## config.mk

```make
export PLATFORM = sky130hd
export DESIGN_NAME = dfc_pair
export DESIGN_NICKNAME = d
export VERILOG_FILES = /design/src/rtl/dfc_pkg.sv /design/src/rtl/dfc_pair.sv
export SDC_FILE = /design/constraint.sdc
export NUM_CORES = 1
export LEC_CHECK = 0
export ABC_AREA = 1
export BUFFER_PORTS_ARGS = -buffer_cell sky130_fd_sc_hd__buf_2
export CORE_AREA = 3 3 663 665
export CTS_BUF_LIST = sky130_fd_sc_hd__clkbuf_16
export DETAILED_ROUTE_END_ITERATION = 7
export DIE_AREA = 0 0 666 668
export PLACE_DENSITY = 0.3
export REMOVE_ABC_BUFFERS = 1
export SETUP_SLACK_MARGIN = 0.1
export SLEW_MARGIN = 40
export SYNTH_ARGS = -nofsm -noshare
export SYNTH_HDL_FRONTEND = slang
export SYNTH_SLANG_ARGS = --single-unit
```

## constraint.sdc

```tcl
create_clock -name clk -period 29 [get_ports clk]
set_clock_uncertainty 0.2 [all_clocks]
set_input_delay 0 -clock clk [delete_from_list [all_inputs] [get_ports clk]]
set_output_delay 0 -clock clk [all_outputs]
set_load 0.02 [all_outputs]
```

## src/rtl/dfc_pkg.sv

```systemverilog
package dfc_pkg;

  localparam int unsigned CRC_W = 32;
  localparam logic [CRC_W-1:0] CRC_POLY = 32'h04C11DB7;
  localparam logic [CRC_W-1:0] CRC_INIT = 32'hFFFF_FFFF;

  typedef enum logic [1:0] {
    PS_IDLE   = 2'd0,
    PS_WAIT_A = 2'd1,
    PS_WAIT_B = 2'd2
  } pair_state_e;

  // one serial CRC step, data bit enters at the top
  function automatic logic [CRC_W-1:0] crc_step(input logic [CRC_W-1:0] c,
                                                 input logic b);
    logic fb;
    fb = c[CRC_W-1] ^ b;
    return {c[CRC_W-2:0], 1'b0} ^ (fb ? CRC_POLY : '0);
  endfunction

endpackage

```

## src/rtl/dfc_pair.sv

```systemverilog
module dfc_pair
  import dfc_pkg::*;
#(
  parameter int unsigned PAY_BITS = 568,
  parameter int unsigned SKEW_MAX = 8
) (
  input  logic                clk,
  input  logic                rst_n,
  input  logic                done_a_i,
  input  logic                ok_a_i,
  input  logic [PAY_BITS-1:0] pay_a_i,
  input  logic                done_b_i,
  input  logic                ok_b_i,
  input  logic [PAY_BITS-1:0] pay_b_i,
  output logic                wr_o,
  output logic [PAY_BITS-1:0] wdata_o,
  output logic                err_a_o,
  output logic                err_b_o,
  output logic                mism_o,
  output logic                miss_o
);

  localparam int unsigned TMR_W = $clog2(SKEW_MAX + 1);
  localparam logic [TMR_W-1:0] SKEW_CNT = TMR_W'(SKEW_MAX);

  pair_state_e       state_q, state_d;
  logic [TMR_W-1:0]  tmr_q, tmr_d;
  logic              eval;
  logic              wr_q, wr_d;
  logic              err_a_q, err_a_d;
  logic              err_b_q, err_b_d;
  logic              mism_q, mism_d;
  logic              miss_q, miss_d;
  logic [PAY_BITS-1:0] wdata_q;

  // pairing window
  always_comb begin
    state_d = state_q;
    tmr_d   = tmr_q;
    eval    = 1'b0;
    miss_d  = 1'b0;
    unique case (state_q)
      PS_IDLE: begin
        if (done_a_i && done_b_i) begin
          eval = 1'b1;
        end else if (done_a_i) begin
          state_d = PS_WAIT_B;
          tmr_d   = TMR_W'(1);
        end else if (done_b_i) begin
          state_d = PS_WAIT_A;
          tmr_d   = TMR_W'(1);
        end
      end
      PS_WAIT_B: begin
        if (done_b_i) begin
          eval    = 1'b1;
          state_d = PS_IDLE;
        end else if (tmr_q == SKEW_CNT) begin
          miss_d  = 1'b1;
          state_d = PS_IDLE;
        end else begin
          tmr_d = tmr_q + 1'b1;
        end
      end
      PS_WAIT_A: begin
        if (done_a_i) begin
          eval    = 1'b1;
          state_d = PS_IDLE;
        end else if (tmr_q == SKEW_CNT) begin
          miss_d  = 1'b1;
          state_d = PS_IDLE;
        end else begin
          tmr_d = tmr_q + 1'b1;
        end
      end
      default: state_d = PS_IDLE;
    endcase
  end

  // decision for a complete pair
  always_comb begin
    wr_d    = 1'b0;
    err_a_d = 1'b0;
    err_b_d = 1'b0;
    mism_d  = 1'b0;
    if (eval) begin
      if (ok_a_i && ok_b_i) begin
        if (pay_a_i == pay_b_i) begin
          wr_d = 1'b1;
        end else begin
          mism_d = 1'b1;
        end
      end else begin
        err_a_d = !ok_a_i;
        err_b_d = !ok_b_i;
      end
    end
  end

  always_ff @(posedge clk or negedge rst_n) begin
    if (!rst_n) begin
      state_q <= PS_IDLE;
      tmr_q   <= '0;
      wr_q    <= 1'b0;
      err_a_q <= 1'b0;
      err_b_q <= 1'b0;
      mism_q  <= 1'b0;
      miss_q  <= 1'b0;
    end else begin
      state_q <= state_d;
      tmr_q   <= tmr_d;
      wr_q    <= wr_d;
      err_a_q <= err_a_d;
      err_b_q <= err_b_d;
      mism_q  <= mism_d;
      miss_q  <= miss_d;
    end
  end

  always_ff @(posedge clk) begin
    if (wr_d) begin
      wdata_q <= pay_a_i;
    end
  end

  assign wr_o    = wr_q;
  assign wdata_o = wdata_q;
  assign err_a_o = err_a_q;
  assign err_b_o = err_b_q;
  assign mism_o  = mism_q;
  assign miss_o  = miss_q;

endmodule

```

==> flow_summary.ini, run 1 <==
[run_status]
status = complete, but fails checks
violations = hold timing

[critical_path]
crit_fanout = 116
crit_required_ps = 29250
start_kind = primary input
crit_type = primary input to flip-flop
crit_family = simple AND/OR/NAND/NOR gates
critPathBufInv = 7
arrival_ps = 5710
path_cells = dlygate4sd3_1, buf_2, inv_1, nand2_1, nand2_1, nor2_2, inv_1, nor2_1, nand2_1, nor2_1, nand2_1, nor2_1, nand2_2, nor2_1, nand3_1, nor2_4, buf_12, buf_12, buf_6
cp_slowest_cell = nor2_1
cp-end-kind = flip-flop
crit_path_max_incr_delay_ps = 700

[timing]
maxSlewHeadroom_pct = 38.9
finalMaxSlewViolations = 0
worst_pin_slew_ps = 909
finalCritPeriodShare_pct = 18.8
hold_viol = 1
setup_violations = 0
finalSetupTns_ps = 0
whs_ps = -55.2
grt_setup_unrepaired = false
clock.fmax_mhz = 183
fin_crit_ps = 5460

[power_and_ir_drop]
combinationalPowerShare_pct = 21.5
seq_power_share_pct = 32.4
switching_share_pct = 31.8
total_power_mw = 2.85
power_leakage_nw = 26.6
power_switching_mw = 0.908
ir_drop_v = 0.0000393
p_int_mw = 1.95
power.density_mw_per_mm2 = 46.1
p_clk_share_pct = 46.1

[placed_design]
place.gp.congestion = 0.896
numPortBuffers = 1714
place_hpwl_um = 379000

[floorplan]
fp-row-count = 242
fp.dieW_um = 666
dieArea_mm2 = 0.445
io_pins = 1715
die_h_um = 668
core_area_mm2 = 0.434
initial_core_util_pct = 6.96

[cells_and_area]
drive_above_1_share_pct = 30.9
area_delta_synth_final_pct = 105
final_cell_mix = buf_2 (1715), dlygate4sd3_1 (1152), nand2_1 (1098)
layout_commonest_cell = buf_2
fin_nets = 7552

[logic_synthesis]
synthXorXnorAreaFrac_pct = 11.0
synthesis.area_mm2 = 0.0302
synth-simple-area-share_pct = 23.7
synth.area.mux_share_pct = 0
synth.avg_cell_area_um2 = 8.92
ys_types = 29
synth_top_family_by_area = simple AND/OR/NAND/NOR gates
ys_seq_area_share_pct = 57.4
synth_seq_cells = 579
yosys.area_share.adder_pct = 0.249
synth_compound_area_share_pct = 1.05
ys.warnings.count = 0
synthCells = 3384

[clock_network]
cts_setup_buffers = 0
clk_pin_slew_ps = 70
clock-sinks = 579
clock_path_buffers = 4
cts-root-buf = clkbuf_16
cts_buffers = 102
clock_latency_ps = 820
htree_num_levels = 3
cts_tree = yes

[global_route]
grt.overflow.total = 0
grt_pass1_vias = 36950
antenna_found_initial = 131
grt-busiest-layer = met2
use_met1_pct = 19.0
grt_use_met2_pct = 33.9
grt_first_pass_wirelength_um = 495000
track_usage_pct = 18.1
grt_use_met3_pct = 6.92
grt_max_degree = 117

[job]
maxCapViolations = 0

[routing]
ant_nets = 0
wire_per_inst_um = 34.0
finalWirelength_um = 418000
drtIter0Drc = 2057
vias_per_cell = 2.93
drc = 0
drt_pass1_iterations = 5
dr_total_vias = 35921

[worst_hold_path]
hp-class = primary input to flip-flop
-- cells by family (layout without fill, tap and decap cells) --
group	Yosys count	in the layout
fa+ha+maj	6	6
flops	579	579
xor+xnor	381	381
other cells	0	56
simple gates	1830	1830
compound gates	62	62
buf+inv	526	3624
-- synth_stat cells --
| library cell | number | share of area, % |
|---|---|---|
| nand2_1 | 1100 | 14 |
| nor2_1 | 583 | 7.2 |
| edfxtp_1 | 568 | 56 |
| inv_1 | 507 | 6.3 |
| xnor2_1 | 224 | 6.5 |
| xor2_1 | 157 | 4.6 |
| nand3_1 | 46 | 0.76 |
| o21ai_0 | 38 | 0.63 |
| nand4_1 | 27 | 0.56 |
| nor3_1 | 21 | 0.35 |
| and2_1 | 16 | 0.33 |
| o21ai_1 | 12 | 0.20 |
| dfrtp_1 | 11 | 0.91 |
| inv_2 | 11 | 0.14 |
| a21oi_1 | 9 | 0.15 |
| or2_0 | 9 | 0.19 |
| clkinv_1 | 8 | 0.099 |
| ha_1 | 6 | 0.25 |
| nand3b_1 | 6 | 0.15 |
| nand2_2 | 4 | 0.083 |
| nand2b_1 | 4 | 0.083 |
| nor2_2 | 4 | 0.083 |
| or2_1 | 4 | 0.083 |
| nor3b_1 | 3 | 0.075 |
| and3_1 | 2 | 0.041 |
| and2_0 | 1 | 0.021 |
| o22ai_1 | 1 | 0.021 |
| o31ai_1 | 1 | 0.025 |
| o32ai_1 | 1 | 0.029 |
-- sequential cells by signal, indices dropped and copies added, names as in the netlist --
| register | flops |
|---|---|
| wdata_o | 568 |
| err_a_o | 1 |
| err_b_o | 1 |
| mism_o | 1 |
| state_q | 2 |
| wr_o | 1 |
| miss_o | 1 |
| tmr_q | 4 |
-- path summary, 6_finish.rpt --
kind	from	end	slack, ps	depth (start not counted)
worst max-delay path	pay_a_i[326]	wdata_o[333]	23540	19
worst min-delay path	pay_b_i[520]	mism_o	-60	11
worst max register to register	state_q[1]	wdata_o[333]	24640	11
worst min register to register	tmr_q[2]	tmr_q[2]	370	2
max in group asynchronous	rst_n	wr_o	28140	4
min in group asynchronous	rst_n	err_b_o	90	4
-- metal layers --
metal | share of wire, % | vias to the layer above
met5 | 0.056 | -
met4 | 2.5 | 34
met3 | 9.2 | 368
met2 | 52 | 1523
met1 | 36 | 17349
li1 | - | 16647
-- metrics by stage --
stage	hold WS [ps]	instance area (um^2)	cells	setup WS, ps	utilization, %
floorplan	-496	30200	3384	1610	-
global placement	-220	46400	10872	21000	10.7
detailed placement	-210	46800	10880	22750	10.8
CTS	2.36	61800	12214	23130	14.2
global route	71.1	61900	12245	22970	14.2
finish	-55.2	61900	12272	23540	14.3
-- worst min-delay path, stage by stage --
cell	delay, ps
buf_2	80
xnor2_1	80
nand3_1	90
nor2_1	140
nand2_1	130
nor2_1	50
nand2_1	50
nor2_1	40
nand3_1	50
nor2_1	110
nor2_1	100
-- power groups by stage --
| stage | Clock (mW) | Combinational [mW] | Sequential, mW |
|---|---|---|---|
| after global routing | 1.40 | 0.665 | 0.925 |
| after CTS | 1.38 | 0.640 | 0.924 |
| final | 1.32 | 0.613 | 0.925 |
| after detailed placement | 0 | 0.503 | 0.942 |
| after floorplan | 0 | 0.149 | 0.943 |
| after global placement | 0 | 0.498 | 0.942 |
-- timing repair --
| item | 4_1_cts | 5_1_grt |
|---|---|---|
| gates resized for setup | 0 | 0 |
| hold buffers | 1152 | 1 |
| hold endpoints to repair | 592 | 11 |
-- final cells by class --
type	instances	area [um^2]
repair buffers	2916	20600
diodes	56	140
flip-flops and latches	579	17300
clock buffers	102	2550
well taps	5734	7170
inverters	526	1970
multi-input cells	2279	11300
clock inverters	80	870
fillers	49891	372000
Note: power is estimated with default switching activity, not from simulation.
==> run 2, diff against run 1 <==
- clock period: 29 -> 4.5 ns (I/O delays scaled with it)
==> flow_summary.ini, run 2 (synthesized netlist as in run 1, its figures left out) <==
[timing]
clock.fmax_mhz = 262
whs_ps = 2.74
fin_crit_ps = 3820
grt_setup_unrepaired = false
hold_viol = 0
setup_violations = 0
maxSlewHeadroom_pct = 35.2
finalMaxSlewViolations = 0
worst_pin_slew_ps = 969
finalCritPeriodShare_pct = 84.9
finalSetupTns_ps = 0
fin_ws_ps = 677

[global_route]
grt.overflow.total = 0
grt_max_degree = 64
antenna_found_initial = 140
track_usage_pct = 18.1
grt_pass1_vias = 37580
grt_first_pass_wirelength_um = 496000

[cells_and_area]
fin_nets = 7621
layout_commonest_cell = buf_2
area.sequential_mm2 = 0.0173
largest_reg_flops = 568
area_delta_synth_final_pct = 106
drive_above_1_share_pct = 31.4
final_cell_mix = buf_2 (1714), dlygate4sd3_1 (1146), nand2_1 (1098)
multi_input_area_mm2 = 0.0111
n_fill_cell = 49815

[routing]
drtIter0Drc = 2312
ant_nets = 0
finalWirelength_um = 417000
drc = 0
vias_per_cell = 2.96
dr_total_vias = 36472
drt_pass1_iterations = 5
wire_per_inst_um = 33.9

[power_and_ir_drop]
ir_drop_v = 0.000269
power.density_mw_per_mm2 = 288
total_power_mw = 17.9
power_leakage_nw = 26.7

[critical_path]
crit_path_max_incr_delay_ps = 530
rrSetupSlack_ps = 1340
crit_type = primary input to flip-flop
crit_required_ps = 4730
critPathBufInv = 6
crit_family = simple AND/OR/NAND/NOR gates
arrival_ps = 4060
cp_slowest_cell = dlygate4sd3_1
crit_fanout = 63
start_kind = primary input
cp-end-kind = flip-flop
critical_path.most_common_cell = nand2_1
path_cells = dlygate4sd3_1, buf_2, inv_1, nand2_1, nand2_1, nor2_1, inv_1, nor2_1, nand2_1, nor2_1, nand2_1, nor2_2, nand2_1, nor2_1, nand3_1, nor2_4, buf_12, buf_12

[floorplan]
fp.dieW_um = 666
io_pins = 1715
fp-row-count = 242
initial_core_util_pct = 6.96
die_h_um = 668
core_area_mm2 = 0.434
dieArea_mm2 = 0.445

[clock_network]
clock_latency_ps = 840
htree_num_levels = 3
cts_setup_buffers = 0
cts_tree = yes
clock_path_buffers = 4
post_cts_resized = 0
cts-root-buf = clkbuf_16
holdBufCountCts = 1146
cts_buffers = 94
clk_pin_slew_ps = 50
clock-sinks = 579

[placed_design]
place.gp.congestion = 0.914
place_hpwl_um = 383000
dp_slack_ps = 87.7
numPortBuffers = 1714

[worst_hold_path]
hp-class = primary input to flip-flop

[job]
maxCapViolations = 0

[run_status]
status = completed
==> run 2: changes by cell type in the layout (fill, tap and decap cells not counted), sizes merged <==
cell         change
clkbuf           -6
inv              -8
clkinv           -2
clkinvlp         +4
dlygate4sd3      -6
buf             +83
diode           -26
==> run 2: through the flow <==
stage | utilization, % | cells | cell area (um^2)
floorplan | - | 3384 | 30200
global route | 14.3 | 12297 | 62200
detailed placement | 10.9 | 10965 | 47400
global placement | 10.9 | 10965 | 47200
finish | 14.3 | 12311 | 62200
CTS | 14.3 | 12281 | 62100
==> run 2: final cells by class <==
class	instances	share of cell area [%]
sequential	579	27.9
inverter	526	3.17
clock inverter	74	1.32
timing repair buffer	2993	34.2
antenna	30	0.121
tap	5734	11.5
multi-input combinational	2279	17.9
clock buffer	96	3.86
==> run 2: per-layer routing <==
layer | share of wire [%] | global-route usage, % | vias to the layer above
met1 | 36 | 18.9 | 17641
met2 | 52 | 33.9 | 1674
li1 | - | - | 16749
met4 | 2.5 | 3.86 | 42
met3 | 9.2 | 6.85 | 366
met5 | 0.071 | 0 | -
==> run 2: worst paths after layout <==
path / start / endpoint / cells after the start
worst max-delay path: pay_a_i[158] / wdata_o[115] / 18
worst min-delay path: pay_b_i[540] / mism_o / 13
worst max register to register: state_q[1] / wdata_o[115] / 10
worst min register to register: tmr_q[3] / tmr_q[3] / 2
max in group asynchronous: rst_n / mism_o / 3
min in group asynchronous: rst_n / wr_o / 3
==> run 2: report_power, final <==
group	total [mW]	switching, mW	internal (mW)	leakage (nW)
Clock	7.93	3.18	4.75	1.58
Combinational	4.01	2.39	1.62	19.9
Sequential	5.96	0.0166	5.94	5.25
==> run 2: worst min-delay path: stages <==
cell and delay, ps:
buf_2 90, nand2_1 40, nand2_1 80, nor2_1 60
nand2_1 70, nor2_1 80, nand2_1 70, nor2_1 50
nand2_1 50, nor2_1 40, nand3_1 70, nor2_1 80
nor2_1 150
